### config.mk
export PLATFORM = sky130hd
export DESIGN_NAME = flash_seq
export DESIGN_NICKNAME = d
export VERILOG_FILES = /design/src/rtl/flash_seq_pkg.sv /design/src/rtl/flash_cmd_table.sv /design/src/rtl/flash_bus_cycle.sv /design/src/rtl/flash_poll_counter.sv /design/src/rtl/flash_seq.sv
export SDC_FILE = /design/constraint.sdc
export NUM_CORES = 1
export LEC_CHECK = 0
export ABC_AREA = 1
export CAP_MARGIN = 15
export CORE_ASPECT_RATIO = 0.9
export CORE_UTILIZATION = 45
export DETAILED_ROUTE_END_ITERATION = 16
export GPL_TIMING_DRIVEN = 0
export PLACE_DENSITY = 0.73
export SLEW_MARGIN = 10
export SYNTH_ARGS = -nofsm -noshare
export SYNTH_HDL_FRONTEND = slang
export SYNTH_HIERARCHICAL = 1
export SYNTH_SLANG_ARGS = --single-unit
### constraint.sdc
create_clock -name clk -period 5.83 [get_ports clk]
set_input_delay 1.166 -clock clk [delete_from_list [all_inputs] [get_ports clk]]
set_output_delay 1.166 -clock clk [all_outputs]
set_load 0.03 [all_outputs]
### src/rtl/flash_seq_pkg.sv
package flash_seq_pkg;

  typedef enum logic [1:0] {
    OP_READ  = 2'd0,
    OP_PROG  = 2'd1,
    OP_ERASE = 2'd2,
    OP_LOCK  = 2'd3
  } op_e;

  localparam logic [1:0] ERR_NONE    = 2'd0;
  localparam logic [1:0] ERR_RAISE   = 2'd1;
  localparam logic [1:0] ERR_TIMEOUT = 2'd2;

  localparam logic [15:0] CODE_ADDR_A = 16'h5555;
  localparam logic [15:0] CODE_ADDR_B = 16'h2AAA;

  // number of command writes an operation needs
  function automatic logic [2:0] cmd_len(op_e op);
    case (op)
      OP_PROG:  return 3'd4;
      OP_ERASE: return 3'd6;
      OP_LOCK:  return 3'd6;
      default:  return 3'd0;
    endcase
  endfunction

  // data byte of command step idx
  function automatic logic [7:0] cmd_byte(op_e op, logic [2:0] idx, logic [7:0] d);
    case (idx)
      3'd0:    return 8'hAA;
      3'd1:    return 8'h55;
      3'd2:    return (op == OP_PROG) ? 8'hA0 : 8'h80;
      3'd3:    return (op == OP_PROG) ? d : 8'hAA;
      3'd4:    return 8'h55;
      default: return (op == OP_ERASE) ? 8'h10 : 8'h40;
    endcase
  endfunction

  // step idx writes to the target address instead of a code address
  function automatic logic cmd_to_target(op_e op, logic [2:0] idx);
    return (op == OP_PROG) && (idx == 3'd3);
  endfunction

  // step idx uses the second unlock address
  function automatic logic cmd_uses_b(logic [2:0] idx);
    return (idx == 3'd1) || (idx == 3'd4);
  endfunction

  // programming would need some bit raised from 0 to 1
  function automatic logic needs_raise(logic [7:0] cur, logic [7:0] want);
    return |(want & ~cur);
  endfunction

  // completion seen on bit 7
  function automatic logic poll_match(op_e op, logic [7:0] rd, logic [7:0] d);
    return rd[7] == ((op == OP_ERASE) ? 1'b1 : d[7]);
  endfunction

endpackage

### src/rtl/flash_cmd_table.sv
module flash_cmd_table
  import flash_seq_pkg::*;
#(
  parameter int AW = 20
) (
  input  op_e          op,
  input  logic [2:0]   idx,
  input  logic [AW-1:0] tgt_addr,
  input  logic [7:0]   tgt_data,
  output logic [AW-1:0] cmd_addr,
  output logic [7:0]   cmd_data,
  output logic         cmd_last
);
  always_comb begin
    if (cmd_to_target(op, idx))
      cmd_addr = tgt_addr;
    else if (cmd_uses_b(idx))
      cmd_addr = AW'(CODE_ADDR_B);
    else
      cmd_addr = AW'(CODE_ADDR_A);
    cmd_data = cmd_byte(op, idx, tgt_data);
    cmd_last = (idx == cmd_len(op) - 3'd1);
  end
endmodule

### src/rtl/flash_bus_cycle.sv
module flash_bus_cycle #(
  parameter int AW      = 20,
  parameter int T_SETUP = 1,
  parameter int T_PULSE = 2,
  parameter int T_HOLD  = 1
) (
  input  logic          clk,
  input  logic          rst_n,
  input  logic          start,
  input  logic          is_write,
  input  logic [AW-1:0] addr,
  input  logic [7:0]    wdata,
  output logic          idle,
  output logic          done,
  output logic [7:0]    rdata,
  output logic [AW-1:0] fl_addr,
  output logic [7:0]    fl_dq_out,
  output logic          fl_dq_oe,
  input  logic [7:0]    fl_dq_in,
  output logic          fl_ce_n,
  output logic          fl_oe_n,
  output logic          fl_we_n
);
  localparam int TMAX = (T_SETUP > T_PULSE) ? ((T_SETUP > T_HOLD) ? T_SETUP : T_HOLD)
                                            : ((T_PULSE > T_HOLD) ? T_PULSE : T_HOLD);
  localparam int CW = $clog2(TMAX + 1);
  localparam logic [CW-1:0] SU_LAST = CW'(T_SETUP - 1);
  localparam logic [CW-1:0] PW_LAST = CW'(T_PULSE - 1);
  localparam logic [CW-1:0] HO_LAST = CW'(T_HOLD - 1);

  typedef enum logic [1:0] {PH_IDLE, PH_SETUP, PH_STROBE, PH_HOLD} phase_e;

  phase_e        phase;
  logic [CW-1:0] cnt;
  logic          wr_q;

  always_ff @(posedge clk or negedge rst_n) begin
    if (!rst_n) begin
      phase     <= PH_IDLE;
      cnt       <= '0;
      wr_q      <= 1'b0;
      fl_addr   <= '0;
      fl_dq_out <= '0;
      rdata     <= '0;
    end else begin
      case (phase)
        PH_IDLE: if (start) begin
          phase     <= PH_SETUP;
          cnt       <= '0;
          wr_q      <= is_write;
          fl_addr   <= addr;
          fl_dq_out <= wdata;
        end
        PH_SETUP: begin
          if (cnt == SU_LAST) begin phase <= PH_STROBE; cnt <= '0; end
          else cnt <= cnt + 1'b1;
        end
        PH_STROBE: begin
          if (cnt == PW_LAST) begin
            phase <= PH_HOLD;
            cnt   <= '0;
            if (!wr_q) rdata <= fl_dq_in;
          end else cnt <= cnt + 1'b1;
        end
        default: begin
          if (cnt == HO_LAST) begin phase <= PH_IDLE; cnt <= '0; end
          else cnt <= cnt + 1'b1;
        end
      endcase
    end
  end

  assign idle     = (phase == PH_IDLE);
  assign done     = (phase == PH_HOLD) && (cnt == HO_LAST);
  assign fl_ce_n  = idle;
  assign fl_we_n  = !((phase == PH_STROBE) && wr_q);
  assign fl_oe_n  = !((phase == PH_STROBE) && !wr_q);
  assign fl_dq_oe = !idle && wr_q;
endmodule

### src/rtl/flash_poll_counter.sv
module flash_poll_counter #(
  parameter int MAX_POLLS = 4096
) (
  input  logic clk,
  input  logic rst_n,
  input  logic clr,
  input  logic inc,
  output logic last
);
  localparam int PW = $clog2(MAX_POLLS + 1);
  logic [PW-1:0] cnt;

  always_ff @(posedge clk or negedge rst_n) begin
    if (!rst_n)   cnt <= '0;
    else if (clr) cnt <= '0;
    else if (inc) cnt <= cnt + 1'b1;
  end

  assign last = (cnt == PW'(MAX_POLLS - 1));
endmodule

### src/rtl/flash_seq.sv
module flash_seq
  import flash_seq_pkg::*;
#(
  parameter int AW        = 20,
  parameter int T_SETUP   = 1,
  parameter int T_PULSE   = 2,
  parameter int T_HOLD    = 1,
  parameter int MAX_POLLS = 4096
) (
  input  logic          clk,
  input  logic          rst_n,
  input  logic          req_valid,
  output logic          req_ready,
  input  logic [1:0]    req_op,
  input  logic [AW-1:0] req_addr,
  input  logic [7:0]    req_data,
  output logic          rsp_valid,
  output logic [7:0]    rsp_data,
  output logic [1:0]    rsp_err,
  output logic [AW-1:0] fl_addr,
  output logic [7:0]    fl_dq_out,
  output logic          fl_dq_oe,
  input  logic [7:0]    fl_dq_in,
  output logic          fl_ce_n,
  output logic          fl_oe_n,
  output logic          fl_we_n
);
  typedef enum logic [2:0] {S_IDLE, S_READ, S_CMD, S_POLL, S_RSP} st_e;

  st_e           st;
  op_e           op_q;
  logic [AW-1:0] addr_q;
  logic [7:0]    data_q;
  logic [2:0]    idx;

  logic          bus_idle, bus_done, bus_start, bus_wr;
  logic [7:0]    bus_rdata;
  logic [AW-1:0] bus_addr, tbl_addr;
  logic [7:0]    tbl_data;
  logic          tbl_last, poll_last;

  // named events for the checker
  logic evt_accept, evt_raise_reject, evt_poll_hit, evt_poll_limit;

  assign req_ready = (st == S_IDLE);
  assign rsp_valid = (st == S_RSP);
  assign evt_accept       = req_ready && req_valid;
  assign evt_raise_reject = (st == S_READ) && bus_done && (op_q == OP_PROG) &&
                            needs_raise(bus_rdata, data_q);
  assign evt_poll_hit     = (st == S_POLL) && bus_done && poll_match(op_q, bus_rdata, data_q);
  assign evt_poll_limit   = (st == S_POLL) && bus_done && poll_last;

  assign bus_wr    = (st == S_CMD);
  assign bus_start = bus_idle && ((st == S_READ) || (st == S_CMD) || (st == S_POLL));
  assign bus_addr  = bus_wr ? tbl_addr : addr_q;

  flash_cmd_table #(.AW(AW)) u_tbl (
    .op(op_q), .idx(idx), .tgt_addr(addr_q), .tgt_data(data_q),
    .cmd_addr(tbl_addr), .cmd_data(tbl_data), .cmd_last(tbl_last)
  );

  flash_bus_cycle #(.AW(AW), .T_SETUP(T_SETUP), .T_PULSE(T_PULSE), .T_HOLD(T_HOLD)) u_bus (
    .clk(clk), .rst_n(rst_n), .start(bus_start), .is_write(bus_wr),
    .addr(bus_addr), .wdata(tbl_data), .idle(bus_idle), .done(bus_done),
    .rdata(bus_rdata), .fl_addr(fl_addr), .fl_dq_out(fl_dq_out), .fl_dq_oe(fl_dq_oe),
    .fl_dq_in(fl_dq_in), .fl_ce_n(fl_ce_n), .fl_oe_n(fl_oe_n), .fl_we_n(fl_we_n)
  );

  flash_poll_counter #(.MAX_POLLS(MAX_POLLS)) u_poll (
    .clk(clk), .rst_n(rst_n), .clr(st != S_POLL),
    .inc((st == S_POLL) && bus_done), .last(poll_last)
  );

  always_ff @(posedge clk or negedge rst_n) begin
    if (!rst_n) begin
      st       <= S_IDLE;
      op_q     <= OP_READ;
      addr_q   <= '0;
      data_q   <= '0;
      idx      <= '0;
      rsp_data <= '0;
      rsp_err  <= ERR_NONE;
    end else begin
      case (st)
        S_IDLE: if (evt_accept) begin
          op_q   <= op_e'(req_op);
          addr_q <= req_addr;
          data_q <= req_data;
          idx    <= '0;
          st     <= (req_op == OP_ERASE || req_op == OP_LOCK) ? S_CMD : S_READ;
        end
        S_READ: if (bus_done) begin
          rsp_data <= bus_rdata;
          rsp_err  <= evt_raise_reject ? ERR_RAISE : ERR_NONE;
          st       <= (op_q == OP_PROG && !evt_raise_reject) ? S_CMD : S_RSP;
        end
        S_CMD: if (bus_done) begin
          if (!tbl_last) idx <= idx + 3'd1;
          else if (op_q == OP_LOCK) begin
            rsp_data <= 8'h00;
            rsp_err  <= ERR_NONE;
            st       <= S_RSP;
          end else st <= S_POLL;
        end
        S_POLL: if (bus_done) begin
          rsp_data <= bus_rdata;
          if (evt_poll_hit) begin
            rsp_err <= ERR_NONE;
            st      <= S_RSP;
          end else if (evt_poll_limit) begin
            rsp_err <= ERR_TIMEOUT;
            st      <= S_RSP;
          end
        end
        default: st <= S_IDLE;
      endcase
    end
  end
endmodule

==> summary.md <==
| Metric | Value |
|---|---|
| Postcts setup bufs | `0` |
| Die Wd | `around 120 µm` |
| Final setup violation count | `0` |
| Iteration-0 DRC Markers | `roughly 280` |
| Synth-to-Final Area Change | `24.6%` |
| Worst reg-to-reg path cell count | `12` |
| WP data arrival | `1.98 ns` |
| Register area share after synthesis | `45.3%` |
| Tot Pwr | `approximately 3.7 mW` |
| Clock-pin slew on the worst setup and hold paths | `0.07 ns` |
| Reg2reg end | `u_poll/cnt[11]` |
| Synth cell count leaders | `209 x nand2_1, 100 x dfrtp_1, 69 x inv_1` |
| Power Dens Cells | `between 500 and 600 mW/mm²` |
| Fin crit share | `53.9%` |
| Leakage power | `approximately 3.4 nW` |
| Clock skew | `around 0.0074 ns` |
| Startpoint Class | `flip-flop` |
| Primary FF master, synth | `dfrtp_1` |
| Clock buffer depth | `2` |
| Routed vias | `about 4.3k` |
| Root buf cell | `clkbuf_16` |
| Max-cap violations | `0` |
| Largest net degree at the start of global routing | `66` |
| RSZ-0062 raised after global routing | `no` |
| Slowest stage delay, CP | `roughly 0.61 ns` |
| CP max FO | `7` |
| Post_cts resized | `0` |
| CP Capture Type | `primary output` |
| Tmin final | `3.14 ns` |
| Final hold vios | `0` |
| Leading area contributor after synthesis | `dfrtp_1` |
| CP delay by family, top | `buffers and inverters` |
| Wire per inst | `13.6 µm` |
| Largest cells by area after synthesis | `dfrtp_1 45%, nand2_1 14%, mux2_4 7.6%` |
| Worst Path Class, Setup | `reg2out` |
| Routed vias/inst | `between 4 and 5` |
| Final Util | `58.9%` |
| Slew HR | `64.6%` |
| Worst Min Path Start | `rsp_err[0]` |
| Die Y | `107 µm` |
| TritonCTS Sinks | `100` |
| Fmax | `approximately 320 MHz` |
| Routed Antenna Nets | `0` |
| Req. time, crit path | `4.66 ns` |
| Number of I/O port buffers | `84` |
| Starting density of the core | `47.3%` |
| CTS tree | `built` |
| Die area | `~0.013 mm²` |
| Worst path cell trace | `inv_1, ha_1, nand2_1, clkdlybuf4s50_1` |
| Overall Global Routing Usage | `20.2%` |
| Final WL | `12000 µm` |
| Site Rows | `37` |
| ANT cells | `0` |
| Worst Setup SP | `u_bus/phase[0]` |
| Number of global-route vias before repair | `roughly 4.3k` |
| Remaining DRCs | `0` |
| Syn Nets | `677` |
| TritonCTS Buffers | `9` |
| 1st-pass router iterations | `4` |
| Top-count cell post-synth | `nand2_1` |
| Asr flop ratio synth | `100%` |
| Gpl congestion | `approximately 0.83` |
| Slew Viols, Final | `0` |
| FF-to-FF Start | `st[2]` |
| Overflow after GRT | `0` |
| DPL Wire Length | `between 8000 and 9000 µm` |
| Number of synthesized flops with an enable pin | `0` |
| Flops & latches, synth | `100` |
| Worst setup path endpoint | `fl_we_n` |
| Hold WS | `0.482 ns` |
| Max VDD drop | `242 µV` |
| Core Area | `0.0117 mm²` |
| First-pass GRT wire length | `approximately 20000 µm` |
| Reg2reg setup slack | `3.56 ns` |
| Synth unique cells | `32` |
| Mapped cell area | `0.00552 mm²` |
| Initial antenna violation count | `0` |
| Actual slew at the worst max-slew pin | `0.530 ns` |
| Post-Syn Instances | `624` |
| Skew-Pair Late Insertion Delay | `0.35 ns` |
| Status | `complete, no violations` |
| Yosys top cell area share | `45.3%` |
| Critical path depth | `4` |
| Syn_area_per_cell | `8.84 µm²` |
| Layout cells sized above 1 | `18.8%` |
| Synth warn | `6` |
| CP max-delay cell | `clkdlybuf4s50_1` |
| Hold-fix buffers, CTS | `0` |
| Worst path bufs/invs | `2` |
| CTS H-tree depth | `3` |
| I/O pin cnt | `85` |
| Nets | `roughly 770` |
| Hold Crit Class | `reg2reg` |
## stage by stage
step	instances	worst slack [ns]	cell area (µm²)	setup TNS, ns
after detailed placement	865	3.07	6580	0
after CTS	881	2.67	6870	0
after global placement	864	-0.182	6560	-17.56
final	881	2.69	6870	0
after floorplan	624	3.40	5520	0
after global routing	881	2.58	6870	0
## flip-flops by register name, indices dropped and copies added, names as in the netlist, 3 cells and up
signal           flops
st                   3
data_q               8
u_bus/fl_addr       20
addr_q              20
u_bus/fl_dq_out      8
rsp_data             8
idx                  3
u_poll/cnt          13
u_bus/rdata          8
## area by class of cell
class | count | area (µm²)
buffer | 16 | 140
clock buffer | 10 | 229
clock inverter | 6 | 65.1
fill | 983 | 4790
inverter | 74 | 278
multi-input combinational | 434 | 2600
sequential | 100 | 2500
tap | 156 | 195
timing repair buffer | 85 | 866
## layout by cell type (no fill, tap or decap), drive strengths merged, types with 3 or more instances in the layout
cell           instances
ha                    12
a31oi                  3
buf                   17
nand2                224
clkdlybuf4s50         83
clkbuf                11
inv                   74
dfrtp                100
nand3                 33
nor2                  48
o21ai                 33
clkinv                 4
nand4                  3
a21oi                 14
nor3                   4
mux2                  55
or2                    3
## worst reg2reg max path, delay by kind of cell, from the launching register on
family,cells,cell delay (ns)
AND/OR/NAND/NOR,9,1.36
flip-flops,1,0.44
buffers and inverters,3,0.38
## worst min path at each step
stage / endpoint / slack (ns) / depth (start not counted)
after detailed placement: rsp_err[0] / 0.47 / 2
after floorplan: u_bus/rdata[0] / 0.48 / 2
after CTS: rsp_err[0] / 0.49 / 2
final: rsp_err[0] / 0.48 / 2
after global routing: rsp_err[0] / 0.52 / 2
after global placement: rsp_err[0] / 0.48 / 2
## routing by layer
metal,vias up,routed length (µm),track usage [%]
met4,0,142,6.60
met5,-,0,0
li1,2154,-,-
met3,15,492,4.15
met1,2064,5660,26.6
met2,98,5690,33.5
## cells by family (layout without fill, tap and decap cells)
group | Yosys count | in the layout | share of synthesized area, %
muxes | 55 | 55 | 13.1
buffers and inverters | 90 | 191 | 7.57
AOI/OAI and AO/OA | 50 | 50 | 5.28
and+or+nand+nor | 316 | 316 | 25.8
xor gates and xnor gates | 1 | 1 | 0.159
DFF | 100 | 100 | 45.3
adders and majority gates | 12 | 12 | 2.72
## report_power, final
group | total, mW | switching, mW | internal, mW | leakage [nW]
sequential | 1.20 | 0.228 | 0.977 | 1.24
combinational | 1.92 | 1.07 | 0.844 | 2.04
clock | 0.593 | 0.260 | 0.333 | 0.142
Note: power is estimated with default switching activity, not from simulation.
